===== src/rtl/dam_pkg.sv =====
package dam_pkg;

  typedef enum logic [3:0] {
    OP_MULS = 4'd0,
    OP_MULU = 4'd1,
    OP_MACS = 4'd2,
    OP_MACU = 4'd3,
    OP_RDHI = 4'd4,
    OP_RDLO = 4'd5,
    OP_WRHI = 4'd6,
    OP_WRLO = 4'd7
  } dam_op_e;

  typedef struct packed {
    logic arith;
    logic sgn;
    logic accum;
    logic rd_hi;
    logic rd_lo;
    logic wr_hi;
    logic wr_lo;
    logic rsvd;
  } dam_ctrl_t;

endpackage


===== src/rtl/dam_decode.sv =====
module dam_decode
  import dam_pkg::*;
(
  input  logic [3:0] op_code,
  output dam_ctrl_t  ctrl
);

  always_comb begin
    ctrl = '0;
    case (op_code)
      OP_MULS: begin ctrl.arith = 1'b1; ctrl.sgn = 1'b1; end
      OP_MULU: begin ctrl.arith = 1'b1; end
      OP_MACS: begin ctrl.arith = 1'b1; ctrl.sgn = 1'b1; ctrl.accum = 1'b1; end
      OP_MACU: begin ctrl.arith = 1'b1; ctrl.accum = 1'b1; end
      OP_RDHI: ctrl.rd_hi = 1'b1;
      OP_RDLO: ctrl.rd_lo = 1'b1;
      OP_WRHI: ctrl.wr_hi = 1'b1;
      OP_WRLO: ctrl.wr_lo = 1'b1;
      default: ctrl.rsvd = 1'b1;
    endcase
  end

endmodule


===== src/rtl/dam_mul_add.sv =====
module dam_mul_add #(
  parameter int W = 32
) (
  input  logic [W-1:0]   opa,
  input  logic [W-1:0]   opb,
  input  logic           sgn,
  input  logic           accum,
  input  logic [2*W-1:0] acc_in,
  output logic [2*W-1:0] result
);

  localparam int PW = 2 * W;

  logic [PW-1:0] ext_a;
  logic [PW-1:0] ext_b;
  logic [PW-1:0] product;
  logic [PW-1:0] addend;

  // Extension to the full product width; the low PW bits of the product of
  // the extended values equal the exact signed or unsigned product.
  always_comb begin
    ext_a   = {{W{sgn & opa[W-1]}}, opa};
    ext_b   = {{W{sgn & opb[W-1]}}, opb};
    product = ext_a * ext_b;
    addend  = accum ? acc_in : '0;
    result  = product + addend;
  end

endmodule


===== src/rtl/dam_acc_bank.sv =====
module dam_acc_bank #(
  parameter int W = 32
) (
  input  logic         clk,
  input  logic         rst_n,
  input  logic         en_hi,
  input  logic         en_lo,
  input  logic [W-1:0] hi_d,
  input  logic [W-1:0] lo_d,
  output logic [W-1:0] hi_q,
  output logic [W-1:0] lo_q
);

  always_ff @(posedge clk or negedge rst_n) begin
    if (!rst_n) begin
      hi_q <= '0;
    end else if (en_hi) begin
      hi_q <= hi_d;
    end
  end

  always_ff @(posedge clk or negedge rst_n) begin
    if (!rst_n) begin
      lo_q <= '0;
    end else if (en_lo) begin
      lo_q <= lo_d;
    end
  end

endmodule


===== src/rtl/dual_acc_mac.sv =====
module dual_acc_mac
  import dam_pkg::*;
#(
  parameter int DATA_W    = 32,
  parameter int IDX_W     = 5,
  parameter int NUM_BANKS = 2,
  parameter int MOVE_BANK = 1,
  parameter int BANK_W    = (NUM_BANKS > 1) ? $clog2(NUM_BANKS) : 1
) (
  input  logic                        clk,
  input  logic                        rst_n,
  input  logic                        op_valid,
  input  logic [3:0]                  op_code,
  input  logic [BANK_W-1:0]           bank_sel,
  input  logic [DATA_W-1:0]           src_a,
  input  logic [DATA_W-1:0]           src_b,
  input  logic [IDX_W-1:0]            src_idx,
  input  logic [IDX_W-1:0]            dst_idx,
  output logic                        done,
  output logic                        wb_en,
  output logic [IDX_W-1:0]            wb_idx,
  output logic [DATA_W-1:0]           wb_data,
  output logic                        rsvd_err,
  output logic [NUM_BANKS*DATA_W-1:0] acc_hi,
  output logic [NUM_BANKS*DATA_W-1:0] acc_lo
);

  localparam int PW = 2 * DATA_W;

  // Reset: asserted at once, released through two flops
  logic rst_meta_n, rst_sync_n;
  always_ff @(posedge clk or negedge rst_n) begin
    if (!rst_n) begin
      rst_meta_n <= 1'b0;
      rst_sync_n <= 1'b0;
    end else begin
      rst_meta_n <= 1'b1;
      rst_sync_n <= rst_meta_n;
    end
  end

  dam_ctrl_t ctrl;
  dam_decode u_dec (.op_code(op_code), .ctrl(ctrl));

  logic [DATA_W-1:0] hi_q [NUM_BANKS];
  logic [DATA_W-1:0] lo_q [NUM_BANKS];
  logic [PW-1:0]     sel_acc;
  logic [PW-1:0]     mac_out;
  logic [DATA_W-1:0] move_val;

  always_comb begin
    sel_acc = '0;
    for (int k = 0; k < NUM_BANKS; k++) begin
      if (bank_sel == BANK_W'(k)) sel_acc = {hi_q[k], lo_q[k]};
    end
    move_val = (src_idx == '0) ? '0 : src_a;
  end

  dam_mul_add #(.W(DATA_W)) u_mac (
    .opa(src_a), .opb(src_b), .sgn(ctrl.sgn), .accum(ctrl.accum),
    .acc_in(sel_acc), .result(mac_out)
  );

  // Per-bank write enables and data
  for (genvar g = 0; g < NUM_BANKS; g++) begin : g_bank
    logic              en_hi, en_lo;
    logic [DATA_W-1:0] hi_d, lo_d;
    logic              hit;
    always_comb begin
      hit   = op_valid && ctrl.arith && (bank_sel == BANK_W'(g));
      en_hi = hit || (op_valid && ctrl.wr_hi && (g == MOVE_BANK));
      en_lo = hit || (op_valid && ctrl.wr_lo && (g == MOVE_BANK));
      hi_d  = ctrl.arith ? mac_out[PW-1:DATA_W] : move_val;
      lo_d  = ctrl.arith ? mac_out[DATA_W-1:0]  : move_val;
    end
    dam_acc_bank #(.W(DATA_W)) u_bank (
      .clk(clk), .rst_n(rst_sync_n), .en_hi(en_hi), .en_lo(en_lo),
      .hi_d(hi_d), .lo_d(lo_d), .hi_q(hi_q[g]), .lo_q(lo_q[g])
    );
    assign acc_hi[g*DATA_W +: DATA_W] = hi_q[g];
    assign acc_lo[g*DATA_W +: DATA_W] = lo_q[g];
  end

  // Write-back next state
  logic              done_d, wb_en_d, rsvd_d;
  logic [DATA_W-1:0] wb_data_d;
  always_comb begin
    done_d  = op_valid;
    rsvd_d  = op_valid && ctrl.rsvd;
    wb_en_d = op_valid && (ctrl.arith || ctrl.rd_hi || ctrl.rd_lo)
              && (dst_idx != '0);
    if (ctrl.arith)      wb_data_d = mac_out[DATA_W-1:0];
    else if (ctrl.rd_hi) wb_data_d = hi_q[MOVE_BANK];
    else                 wb_data_d = lo_q[MOVE_BANK];
  end

  always_ff @(posedge clk or negedge rst_sync_n) begin
    if (!rst_sync_n) begin
      done     <= 1'b0;
      wb_en    <= 1'b0;
      rsvd_err <= 1'b0;
    end else begin
      done     <= done_d;
      wb_en    <= wb_en_d;
      rsvd_err <= rsvd_d;
    end
  end

  always_ff @(posedge clk or negedge rst_sync_n) begin
    if (!rst_sync_n) begin
      wb_idx  <= '0;
      wb_data <= '0;
    end else if (op_valid) begin
      wb_idx  <= dst_idx;
      wb_data <= wb_data_d;
    end
  end

endmodule


===== config.mk =====
export PLATFORM = sky130hd
export DESIGN_NAME = dual_acc_mac
export DESIGN_NICKNAME = d
export VERILOG_FILES = /design/src/rtl/dam_pkg.sv /design/src/rtl/dam_decode.sv /design/src/rtl/dam_mul_add.sv /design/src/rtl/dam_acc_bank.sv /design/src/rtl/dual_acc_mac.sv
export SDC_FILE = /design/constraint.sdc
export NUM_CORES = 2
export LEC_CHECK = 0
export CAP_MARGIN = 20
export CORE_MARGIN = 2
export CORE_UTILIZATION = 30
export CTS_CLUSTER_SIZE = 10
export DETAILED_ROUTE_END_ITERATION = 10
export DONT_BUFFER_PORTS = 1
export PLACE_DENSITY_LB_ADDON = 0.25
export SYNTH_ARGS = -nofsm -noshare
export SYNTH_HDL_FRONTEND = slang
export SYNTH_SLANG_ARGS = --single-unit

===== constraint.sdc =====
create_clock -name clk -period 4.85 [get_ports clk]
set_input_delay 0.2425 -clock clk [delete_from_list [all_inputs] [get_ports clk]]
set_output_delay 0.2425 -clock clk [all_outputs]
set_load 0.05 [all_outputs]

==> impl_results.md <==
* Largest net degree at the start of global routing at 151
* DR vias at 36.8k
* Final setup TNS at -212.08 ns
* Slew @ Worst Pin at 1.02 ns
* Status: finished, violations left
* Clock transition at path regs at 0.08 ns
* Global route overflow at 0
* Worst EP required at 5.24 ns
* Number of flops mapped to enable cells by yosys at 0
* CTS tree: built
* Post-synthesis cell area at 0.0486 mm2
* Final worst setup slack at -2.57 ns
* Worst hold margin at -0.00326 ns
* Top cells by count, synth: inv_1, fa_1, nand2_1, and2_1, clkbuf_1
* Unrepaired setup endpoints after global routing: true
* Pre-antenna DRT Iters at 6
* DIE WIDTH at 406 um
* Placer Congestion at 0.914
* Synth Area in Simple Gates at 14.2%
* Initial antenna violation count at 10
* DRC viols at 0
* Slew HR at 31.9%
* Worst reg2reg endpoint: g_bank[1].u_bank.hi_q[29]$_DFFE_PN0P_
* Synth Area in Compound Gates at 5.11%
* Die Y at 406 um
* Worst r2r src: g_bank[1].u_bank.lo_q[26]$_DFFE_PN0P_
* Syn Area/Cell at 9.16 um2
* WL final at 163 mm
* Mux cell area share after synthesis at 2.37%
* Share of cells above drive strength 1 at 16.7%
* Worst R2R Setup Slack at -2.27 ns
* Worst Setup EP: g_bank[1].u_bank.hi_q[28]$_DFFE_PN0P_
* Setup Viol. Count Final at 132
* Top-area cell type share of the netlist area at 50.4%
* Worst Hold Depth at 2
* H-tree Lvls at 4
* Critical path launch point: op_code[2]
* Post-DP HPWL at 132 mm
* Largest family of logic cells by synthesized area: adder cells
* Row count at 147
* Worst path slowest cell: fa_1
* Critical path launch point type: input port
* Synth Register Bits at 170
* Count of pins over their slew limit at 0
* Worst-case clock buffer depth at 2
* Xor and xnor area share after synthesis at 1.46%
* Storage element area at 0.00426 mm2
* Worst skew pair latency at 0.46 ns
* I/O Pins at 250
* Multi-input logic area at 0.0404 mm2
* Worst-path maximum fanout at 9
* Routed Antenna Nets at 0
* Critical Path Stages at 28
* TritonCTS Sinks at 170
* Yosys cell types at 59
* Mapped Cells at 5303
* All-layer global routing usage at 20.5%
* Area delta synth->final at 17.8%
* HP Class: in -> reg
* DR iter-0 viols at 2073
* CP arrival at 7.80 ns
* Most frequent CP cell: fa_1
* Peak Freq at 0.135 GHz
* Hold Fails Final Rpt at 1
* Via density at 4.74
* Num CTS Buffers at 17
* Crit path largest cell delay at 0.54 ns
* Fin Clk Skew at 0.0176 ns
* PortBufs at 0
* Async set or reset register ratio after synthesis at 100%
* Total number of yosys warnings at 0
* Final min period at 7.42 ns
* Failing checks: hold timing, setup timing
* Endpoint class of the critical path: register
* Hold Path Origin: src_a[16]
* Ranking of synthesized cells by area: fa_1, inv_1, dfrtp_1
* Sequential element share of the synthesized area at 8.76%
* Nets at 7124
* Post-synth top area cell: fa_1
* Number of global-route vias before repair at 41.0k
* Cell depth of the worst flop-to-flop path at 27
* Floorplan core area at 0.161 mm2
* Die area at 0.165 mm2
* Period Utilization, post-route at 153%
* Fill cell count at 16.6k
* Root buffer cell: clkbuf_16
* Initial core utilization at 30.2%
* Main synth FF type: dfrtp_1
* Adder-Cell Fraction of Synth Area at 56.3%
* CP bufs+invs at 5
* Crit Path Category: in -> reg
* Syn Nets at 6836
* Most numerous cell in the Yosys netlist: inv_1
* Family with the most delay on the worst path: adder cells
* MaxCap Viol Count at 0
* First-pass GRT wire length at 256 mm
* DR WL/cell at 21.0 um
area by class of cell:
| type | count | area share (%) |
|---|---|---|
| Clock inverter | 15 | 0.262 |
| Tap cell | 2160 | 4.72 |
| Antenna cell | 3 | 0.0131 |
| Sequential cell | 170 | 7.44 |
| Inverter | 1230 | 8.09 |
| Timing Repair Buffer | 572 | 8.12 |
| Clock buffer | 17 | 0.743 |
| Multi-Input combinational cell | 3600 | 70.6 |
through the flow:
| stage | cells | util, % | setup slack (ns) | hold WS (ns) | cell area (um2) |
|---|---|---|---|---|---|
| floorplan | 5303 | - | -2.92 | -0.0531 | 49800 |
| global placement | 7656 | 34.0 | -3.31 | -0.0530 | 54700 |
| detailed placement | 7656 | 34.0 | -3.29 | -0.0530 | 54700 |
| CTS | 7743 | 35.3 | -2.60 | 0.00173 | 56800 |
| global route | 7765 | 35.6 | -2.85 | 0.00551 | 57200 |
| finish | 7767 | 35.6 | -2.57 | -0.00326 | 57200 |
worst min path at each step:
stage | to | slack (ns)
CTS | g_bank[1].u_bank.lo_q[29]$_DFFE_PN0P_ | 0.002
finish | g_bank[1].u_bank.hi_q[16]$_DFFE_PN0P_ | -0.003
global placement | rst_meta_n$_DFF_PN0_ | -0.05
detailed placement | rst_meta_n$_DFF_PN0_ | -0.05
floorplan | rst_meta_n$_DFF_PN0_ | -0.05
global route | rst_sync_n$_DFF_PN0_ | 0.006
cells by family after synthesis:
| group | after synthesis |
|---|---|
| other cells | 1 |
| compound gates | 407 |
| xor+xnor | 81 |
| simple gates | 1548 |
| mux | 112 |
| fa+ha+maj | 1451 |
| flops | 170 |
| buf+inv | 1533 |
registers in the layout (all words and copies together) (netlist names):
register / cells
rst_meta_n: 1
done: 1
g_bank.u_bank.hi_q: 64
wb_en: 1
wb_data: 32
g_bank.u_bank.lo_q: 64
rst_sync_n: 1
wb_idx: 5
rsvd_err: 1
layer usage:
layer / GRT usage (%) / vias up / part of all wire, %
met1: 26.8 / 19700 / 41
li1: - / 16000 / -
met2: 35.4 / 930 / 49
met3: 3.34 / 171 / 6.5
met5: 0 / - / 0.0080
met4: 4.87 / 2 / 2.8
timing repair:
item                                   in CTS  in global routing
setup buffers                              30                 21
endpoints found under the hold margin      63                  0
pin swaps                                 113                 44
hold buffers                               25                  0
resized for setup                         219                 82
setup endpoints to repair                 130                136
placed cells by master, fill, tap and decap left out, types with 18 or more instances in the layout:
master | netlist | routed
a21o_1 | 29 | 29
o21a_1 | 20 | 18
nand4_1 | 18 | 18
inv_2 | 0 | 26
dlygate4sd3_1 | 0 | 24
o21ai_0 | 132 | 37
and2_1 | 315 | 299
buf_6 | 0 | 36
nor2_1 | 204 | 192
a31oi_1 | 25 | 21
mux2_2 | 23 | 22
a21oi_2 | 1 | 30
fa_1 | 1223 | 1186
dfrtp_1 | 170 | 169
xnor2_1 | 56 | 42
ha_4 | 0 | 43
o21ai_1 | 4 | 80
ha_1 | 228 | 180
nand2_1 | 908 | 885
and3_1 | 28 | 21
a21oi_1 | 104 | 66
nand2_2 | 0 | 20
fa_2 | 0 | 37
inv_1 | 1230 | 1199
buf_4 | 0 | 500
xor2_1 | 25 | 19
mux2i_1 | 89 | 88
Power is not shown: default switching activity piles up to over one toggle a cycle in this logic, so the estimate is an artifact.
